[config.mk]
export PLATFORM = sky130hd
export DESIGN_NAME = pgm_resolver
export DESIGN_NICKNAME = d
export VERILOG_FILES = /design/src/rtl/pgm_pkg.sv /design/src/rtl/pgm_table.sv /design/src/rtl/pgm_dest_sel.sv /design/src/rtl/pgm_resolver.sv
export SDC_FILE = /design/constraint.sdc
export NUM_CORES = 2
export LEC_CHECK = 0
export BUFFER_PORTS_ARGS = -buffer_cell sky130_fd_sc_hd__buf_2
export CAP_MARGIN = 20
export CORE_AREA = 2 2 405 407
export DETAILED_ROUTE_END_ITERATION = 16
export DIE_AREA = 0 0 407 409
export SLEW_MARGIN = 15
export SYNTH_ARGS = -nofsm -noshare
export SYNTH_HDL_FRONTEND = slang
export SYNTH_SLANG_ARGS = --single-unit
export TNS_END_PERCENT = 100
[constraint.sdc]
create_clock -name clk -period 5.6 [get_ports clk]
set_clock_uncertainty 0.1 [all_clocks]
set_input_delay 0.84 -clock clk [delete_from_list [all_inputs] [get_ports clk]]
set_output_delay 0.84 -clock clk [all_outputs]
set_load 0.02 [all_outputs]
[src/rtl/pgm_pkg.sv]
package pgm_pkg;
  localparam int NCLASS     = 5;   // frame classes with a flood selector
  localparam int DROP_IDX   = 57;  // permanent empty entry
  localparam int FLOOD_DFLT = 59;  // default selector of class 0, +1 per class

  typedef enum logic [2:0] {
    FC_UCAST = 3'd0,
    FC_MCAST = 3'd1,
    FC_IP4MC = 3'd2,
    FC_IP6MC = 3'd3,
    FC_BCAST = 3'd4
  } fclass_e;
endpackage

[src/rtl/pgm_table.sv]
module pgm_table #(
  parameter int NUM_PORTS = 11,
  parameter int SRC_BASE  = 80,
  parameter int NUM_ENT   = 91,
  parameter int IDX_W     = 7,
  parameter int NRD       = 4,
  localparam int MASK_W   = NUM_PORTS + 1
) (
  input  logic                           clk,
  input  logic                           rst_n,
  input  logic                           wr_en,
  input  logic [IDX_W-1:0]               wr_idx,
  input  logic [MASK_W-1:0]              wr_data,
  input  logic [NRD-1:0][IDX_W-1:0]      rd_idx,
  output logic [NRD-1:0][MASK_W-1:0]     rd_mask
);
  import pgm_pkg::*;

  logic [MASK_W-1:0] ent [NUM_ENT];

  for (genvar e = 0; e < NUM_ENT; e++) begin : g_ent
    if (e == DROP_IDX) begin : g_drop
      assign ent[e] = '0;
    end else begin : g_reg
      localparam logic [MASK_W-1:0] RSTV =
        (e >= SRC_BASE) ? ~(MASK_W'(1) << (e - SRC_BASE)) : '0;
      logic              q;
      logic [MASK_W-1:0] val_q;
      logic              ld;
      assign ld = wr_en && (wr_idx == IDX_W'(e));
      always_ff @(posedge clk or negedge rst_n) begin
        if (!rst_n)  val_q <= RSTV;
        else if (ld) val_q <= wr_data;
      end
      assign q      = 1'b0;
      assign ent[e] = val_q;
    end
  end

  for (genvar r = 0; r < NRD; r++) begin : g_rd
    always_comb begin
      rd_mask[r] = '0;
      for (int e = 0; e < NUM_ENT; e++) begin
        if (rd_idx[r] == IDX_W'(e)) rd_mask[r] = ent[e];
      end
    end
  end
endmodule

[src/rtl/pgm_dest_sel.sv]
module pgm_dest_sel #(
  parameter int DEST_W = 6,
  parameter int IDX_W  = 7
) (
  input  logic              clk,
  input  logic              rst_n,
  input  logic              sel_we,
  input  logic [2:0]        sel_cls,
  input  logic [DEST_W-1:0] sel_wdata,
  output logic [DEST_W-1:0] sel_rdata,
  input  logic              hit,
  input  logic [DEST_W-1:0] mac_idx,
  input  logic [2:0]        cls,
  output logic [IDX_W-1:0]  dest_idx
);
  import pgm_pkg::*;

  logic [DEST_W-1:0] sel_q [NCLASS];

  for (genvar c = 0; c < NCLASS; c++) begin : g_sel
    logic ld;
    assign ld = sel_we && (sel_cls == 3'(c));
    always_ff @(posedge clk or negedge rst_n) begin
      if (!rst_n)  sel_q[c] <= DEST_W'(FLOOD_DFLT + c);
      else if (ld) sel_q[c] <= sel_wdata;
    end
  end

  always_comb begin
    sel_rdata = '0;
    for (int c = 0; c < NCLASS; c++) begin
      if (sel_cls == 3'(c)) sel_rdata = sel_q[c];
    end
  end

  always_comb begin
    dest_idx = IDX_W'(DROP_IDX);
    if (hit) begin
      dest_idx = IDX_W'(mac_idx);
    end else begin
      for (int c = 0; c < NCLASS; c++) begin
        if (cls == 3'(c)) dest_idx = IDX_W'(sel_q[c]);
      end
    end
  end
endmodule

[src/rtl/pgm_resolver.sv]
module pgm_resolver
  import pgm_pkg::*;
#(
  parameter int NUM_PORTS  = 11,
  parameter int DEST_W     = 6,
  parameter int AGGR_W     = 4,
  parameter int PORT_W     = 4,
  localparam int MASK_W    = NUM_PORTS + 1,
  localparam int AGGR_BASE = 1 << DEST_W,
  localparam int SRC_BASE  = AGGR_BASE + (1 << AGGR_W),
  localparam int NUM_ENT   = SRC_BASE + NUM_PORTS,
  localparam int IDX_W     = $clog2(NUM_ENT + 1),
  localparam int ADDR_W    = IDX_W + 1
) (
  input  logic              clk,
  input  logic              rst_n,
  input  logic              req_valid,
  input  logic              req_hit,
  input  logic [DEST_W-1:0] req_dest,
  input  logic [2:0]        req_class,
  input  logic [AGGR_W-1:0] req_aggr,
  input  logic [PORT_W-1:0] req_port,
  output logic              out_valid,
  output logic [MASK_W-1:0] out_mask,
  input  logic              cfg_we,
  input  logic [ADDR_W-1:0] cfg_addr,
  input  logic [MASK_W-1:0] cfg_wdata,
  output logic [MASK_W-1:0] cfg_rdata
);
  localparam int FLOOD_BASE = 1 << IDX_W;
  localparam int NRD        = 4;   // destination, aggregation, source, config

  // configuration decode
  logic tbl_sel, fld_sel;
  logic [DEST_W-1:0] fld_rdata;
  assign tbl_sel = (int'(cfg_addr) < NUM_ENT);
  assign fld_sel = (int'(cfg_addr) >= FLOOD_BASE) &&
                   (int'(cfg_addr) < FLOOD_BASE + NCLASS);

  // index generation
  logic [IDX_W-1:0] dst_idx, agg_idx, src_idx;
  logic [NRD-1:0][IDX_W-1:0]  rd_idx;
  logic [NRD-1:0][MASK_W-1:0] rd_mask;

  pgm_dest_sel #(.DEST_W(DEST_W), .IDX_W(IDX_W)) u_dsel (
    .clk       (clk),
    .rst_n     (rst_n),
    .sel_we    (cfg_we && fld_sel),
    .sel_cls   (cfg_addr[2:0]),
    .sel_wdata (cfg_wdata[DEST_W-1:0]),
    .sel_rdata (fld_rdata),
    .hit       (req_hit),
    .mac_idx   (req_dest),
    .cls       (req_class),
    .dest_idx  (dst_idx)
  );

  assign agg_idx = IDX_W'(AGGR_BASE) + IDX_W'(req_aggr);
  assign src_idx = (int'(req_port) < NUM_PORTS) ?
                   IDX_W'(SRC_BASE) + IDX_W'(req_port) : '1;

  assign rd_idx[0] = dst_idx;
  assign rd_idx[1] = agg_idx;
  assign rd_idx[2] = src_idx;
  assign rd_idx[3] = cfg_addr[IDX_W-1:0];

  pgm_table #(
    .NUM_PORTS (NUM_PORTS),
    .SRC_BASE  (SRC_BASE),
    .NUM_ENT   (NUM_ENT),
    .IDX_W     (IDX_W),
    .NRD       (NRD)
  ) u_tbl (
    .clk     (clk),
    .rst_n   (rst_n),
    .wr_en   (cfg_we && tbl_sel),
    .wr_idx  (cfg_addr[IDX_W-1:0]),
    .wr_data (cfg_wdata),
    .rd_idx  (rd_idx),
    .rd_mask (rd_mask)
  );

  always_comb begin
    cfg_rdata = '0;
    if (tbl_sel)      cfg_rdata = rd_mask[3];
    else if (fld_sel) cfg_rdata = MASK_W'(fld_rdata);
  end

  // stage 1: capture the three masks
  logic              s1_vld_d, s1_vld_q;
  logic [MASK_W-1:0] s1_dm_q, s1_am_q, s1_sm_q;
  assign s1_vld_d = req_valid;

  always_ff @(posedge clk or negedge rst_n) begin
    if (!rst_n) s1_vld_q <= 1'b0;
    else        s1_vld_q <= s1_vld_d;
  end

  always_ff @(posedge clk or negedge rst_n) begin
    if (!rst_n) begin
      s1_dm_q <= '0;
      s1_am_q <= '0;
      s1_sm_q <= '0;
    end else if (req_valid) begin
      s1_dm_q <= rd_mask[0];
      s1_am_q <= rd_mask[1];
      s1_sm_q <= rd_mask[2];
    end
  end

  // stage 2: combine
  logic [MASK_W-1:0] res_d, res_q;
  logic              vld_q;
  assign res_d = s1_dm_q & s1_am_q & s1_sm_q;

  always_ff @(posedge clk or negedge rst_n) begin
    if (!rst_n) vld_q <= 1'b0;
    else        vld_q <= s1_vld_q;
  end

  always_ff @(posedge clk or negedge rst_n) begin
    if (!rst_n)        res_q <= '0;
    else if (s1_vld_q) res_q <= res_d;
  end

  assign out_valid = vld_q;
  assign out_mask  = res_q;
endmodule

==> flow_summary.json <==
{
  "status": "complete, but fails checks",
  "violations": "negative setup slack",
  "worstSetupEndpointType": "output pin",
  "synth.area.mux_share_pct": 21.6,
  "overflow": 0,
  "ant_nets": 0,
  "switching_power_w": 0.00652,
  "fin_tns_setup_ns": -0.227,
  "yosysTopAreaCell": "dfrtp_1",
  "start_util_pct": 38.8,
  "finalPower_w": 0.0216,
  "clock_power_share_pct": 43.5,
  "fill_cells": 15200,
  "p_leak_nw": 35.3,
  "placementRows": 148,
  "wl_met2_mm": 165,
  "top_layer": "met5",
  "synthXorXnorAreaFrac_pct": 0,
  "worst_pin_slew_ns": 1.28,
  "path_class": "in -> out",
  "fp.dieArea_um2": 166000,
  "yosys-top-cells-area": "dfrtp_1 40%, mux2_2 20%, dfstp_2 6.1%",
  "fmax_ghz": 0.176,
  "hold_path.class": "in -> reg",
  "path_clk_slew_ns": 0.06,
  "critPathArrivalTime_ns": 4.74,
  "finalHoldWorstSlack_ns": 0.391,
  "cp_max_fo": 18,
  "pwr-share-comb_pct": 13.6,
  "ys_ff_latch": 1160,
  "dr_wl_met3_mm": 44.6,
  "core_area_um2": 162000,
  "synth.avg_cell_area_um2": 10.9,
  "synth_commonest_cells": "1127 x mux2_2, 1014 x dfrtp_1, 405 x nand2_1, 392 x clkbuf_1, 344 x nor2_1",
  "drt-met1-wl_mm": 161,
  "path_cells": "buf_4 -> buf_12 -> or4b_2 -> nor2_4 -> buf_12 -> buf_4 -> a22oi_1 -> nand3_1 -> a211oi_1 -> a211o_1 -> nor3_4 -> o31ai_4 -> o211ai_1 -> buf_4 -> a31o_2 -> buf_2",
  "synth_fa_ha_area_share_pct": 0,
  "crit_required_ns": 4.66,
  "synth_nets": 5826,
  "ir_drop_mv": 0.329,
  "finalWirelength_mm": 399,
  "root_buffer": "clkbuf_16",
  "place_congestion": 1.10,
  "antenna_found_initial": 38,
  "layout-drive-gt1-share_pct": 40.7,
  "cts_max_level": 4,
  "cts_tree": "yes",
  "post-route-drc-count": 0,
  "via_count": 61500,
  "max_cap_viol_count": 0,
  "synth_top_area_share_pct": 40.4,
  "grt_start_max_net_pins": 132,
  "critPathMostFrequentCell": "buf_4",
  "cp_slowest_cell": "or4b_2",
  "async_reset_ff_share_pct": 100,
  "worstSetupStartpointType": "input pin",
  "via_per_inst": 7.07,
  "grt_usage_pct": 47.2,
  "ios": 67,
  "timing.final.crit_share_pct": 101,
  "wire_per_inst_um": 45.9,
  "hpwl_mm": 302,
  "cts_sinks": 1160,
  "clockBufferDepth": 3,
  "numCtsBuffers": 139,
  "synthSimpleGateAreaFrac_pct": 10.1,
  "synth_top_family_by_area": "multiplexers",
  "clk_latency_ns": 0.84,
  "hold_viol_final": 0,
  "slew_headroom_pct": 14.0,
  "slew_violations": 0,
  "area_delta_synth_final_pct": 22.9,
  "fin_crit_ns": 5.68,
  "synth_ff_type": "dfrtp_1",
  "utilization_pct": 47.6,
  "dp.cells": 8427,
  "p_per_area_nw_per_um2": 280,
  "switching_share_pct": 30.2,
  "worst_slack_ns": -0.0834,
  "nets": 6443,
  "instances_no_fill": 8695,
  "yosysMostFrequentCell": "mux2_2",
  "die_h_um": 409,
  "drt_iter0_drc": 10700,
  "ys_seq_area_share_pct": 46.5,
  "intPower_w": 0.0151,
  "synth_cell_types": 96,
  "io_buffers": 66,
  "firstDrtPassIters": 10,
  "synthCells": 5784,
  "grt_pass1_vias": 58700,
  "ys_warn_count": 0,
  "dieWidth_um": 407,
  "grt_first_pass_wirelength_mm": 534,
  "setup_viol": 4,
  "cpPeakStageDelay_ns": 0.70,
  "seq_power_share_pct": 43.0,
  "syn_area_um2": 62800,
  "synth_compound_area_share_pct": 18.3,
  "synth_edf_count": 0
}
-- path summary, 6_finish.rpt --
check                                           startpoint                         endpoint  slack, ns  depth (start not counted)
max                                            cfg_addr[3]                     cfg_rdata[2]      -0.08                         16
min in group asynchronous                            rst_n  u_tbl.g_ent[39].g_reg.val_q[10]       0.53                          2
min                                           cfg_wdata[4]                 u_dsel.sel_q[10]       0.39                          3
min reg2reg                u_tbl.g_ent[46].g_reg.val_q[11]  u_tbl.g_ent[46].g_reg.val_q[11]       0.41                          1
max in group asynchronous                            rst_n                      out_mask[1]       3.40                          3
max reg2reg                                u_dsel.sel_q[7]                       s1_dm_q[7]       0.52                         18
-- registers in the layout, indices dropped and copies added, names as in the netlist --
| register | count |
|---|---|
| out_mask | 12 |
| out_valid | 1 |
| s1_am_q | 12 |
| s1_dm_q | 12 |
| s1_sm_q | 12 |
| s1_vld_q | 1 |
| u_dsel.sel_q | 30 |
| u_tbl.g_ent.g_reg.val_q | 1080 |
-- layer usage --
metal	vias up	global-route usage, %
li1	23600	-
met1	32200	63.7
met2	4577	67.0
met3	1137	13.5
met4	30	27.6
met5	-	0
-- worst max-delay path, delay by kind of cell --
| kind | cells | cell delay, ns |
|---|---|---|
| AO/OA/AOI/OAI | 6 | 1.35 |
| buffers and inverters | 6 | 1.13 |
| AND/OR/NAND/NOR | 4 | 1.37 |
-- timing repair --
| item | in CTS | in global routing |
|---|---|---|
| pin swaps | 6 | 12 |
| hold buffers | 1 | 0 |
| resized for setup | 35 | 34 |
| hold endpoints to repair | 15 | 0 |
| setup endpoints to repair | 11 | 11 |
| setup buffers | 5 | 1 |
-- layout make-up --
type | instances | area, µm² | area share [%]
inverter | 36 | 135 | 0.175
timing repair buffer | 988 | 8530 | 11.0
clock inverter | 59 | 737 | 0.955
multi-input combinational | 4076 | 32000 | 41.4
antenna | 16 | 40.0 | 0.0519
clock buffer | 185 | 3830 | 4.97
tap | 2175 | 2720 | 3.53
sequential | 1160 | 29200 | 37.8
-- stage by stage --
step | worst slack [ns] | instance area (µm²)
6_report | -0.0834 | 77200
5_1_grt | -0.00516 | 77200
4_1_cts | -0.0410 | 77000
2_1_floorplan | 0.873 | 62800
3_5_place_dp | -0.782 | 72200
3_3_place_gp | -1.71 | 72100
-- cell families after synthesis --
logic type / Yosys count
AO/OA/AOI/OAI: 1576
buffers and inverters: 548
AND/OR/NAND/NOR: 1309
multiplexers: 1191
flip-flops: 1160
-- placed cells by master (no fill, tap or decap), types with 42 or more instances in the layout --
cell       instances
mux2_2          1127
dfrtp_1         1014
buf_4            822
nand2_1          403
nor2_1           324
a22oi_1          281
o21ai_0          216
a21oi_1          199
dfstp_2          146
a221oi_1         141
clkbuf_16        141
nand3_1          132
nor3_1           101
buf_12            92
o22ai_1           85
a22o_1            78
nand4_1           70
a31oi_1           64
buf_2             53
o211ai_1          46
mux2i_1           46
and3_1            46
a222oi_1          43
a211oi_1          42
-- power by group through the flow --
stage | Sequential [W] | Clock, W | Combinational [W]
final | 0.00927 | 0.00939 | 0.00293
after CTS | 0.00923 | 0.00944 | 0.00280
after detailed placement | 0.00938 | 0 | 0.00278
after global routing | 0.00926 | 0.00979 | 0.00295
after floorplan | 0.00908 | 0 | 0.00110
after global placement | 0.00938 | 0 | 0.00276
(Power assumes the default switching activity.)
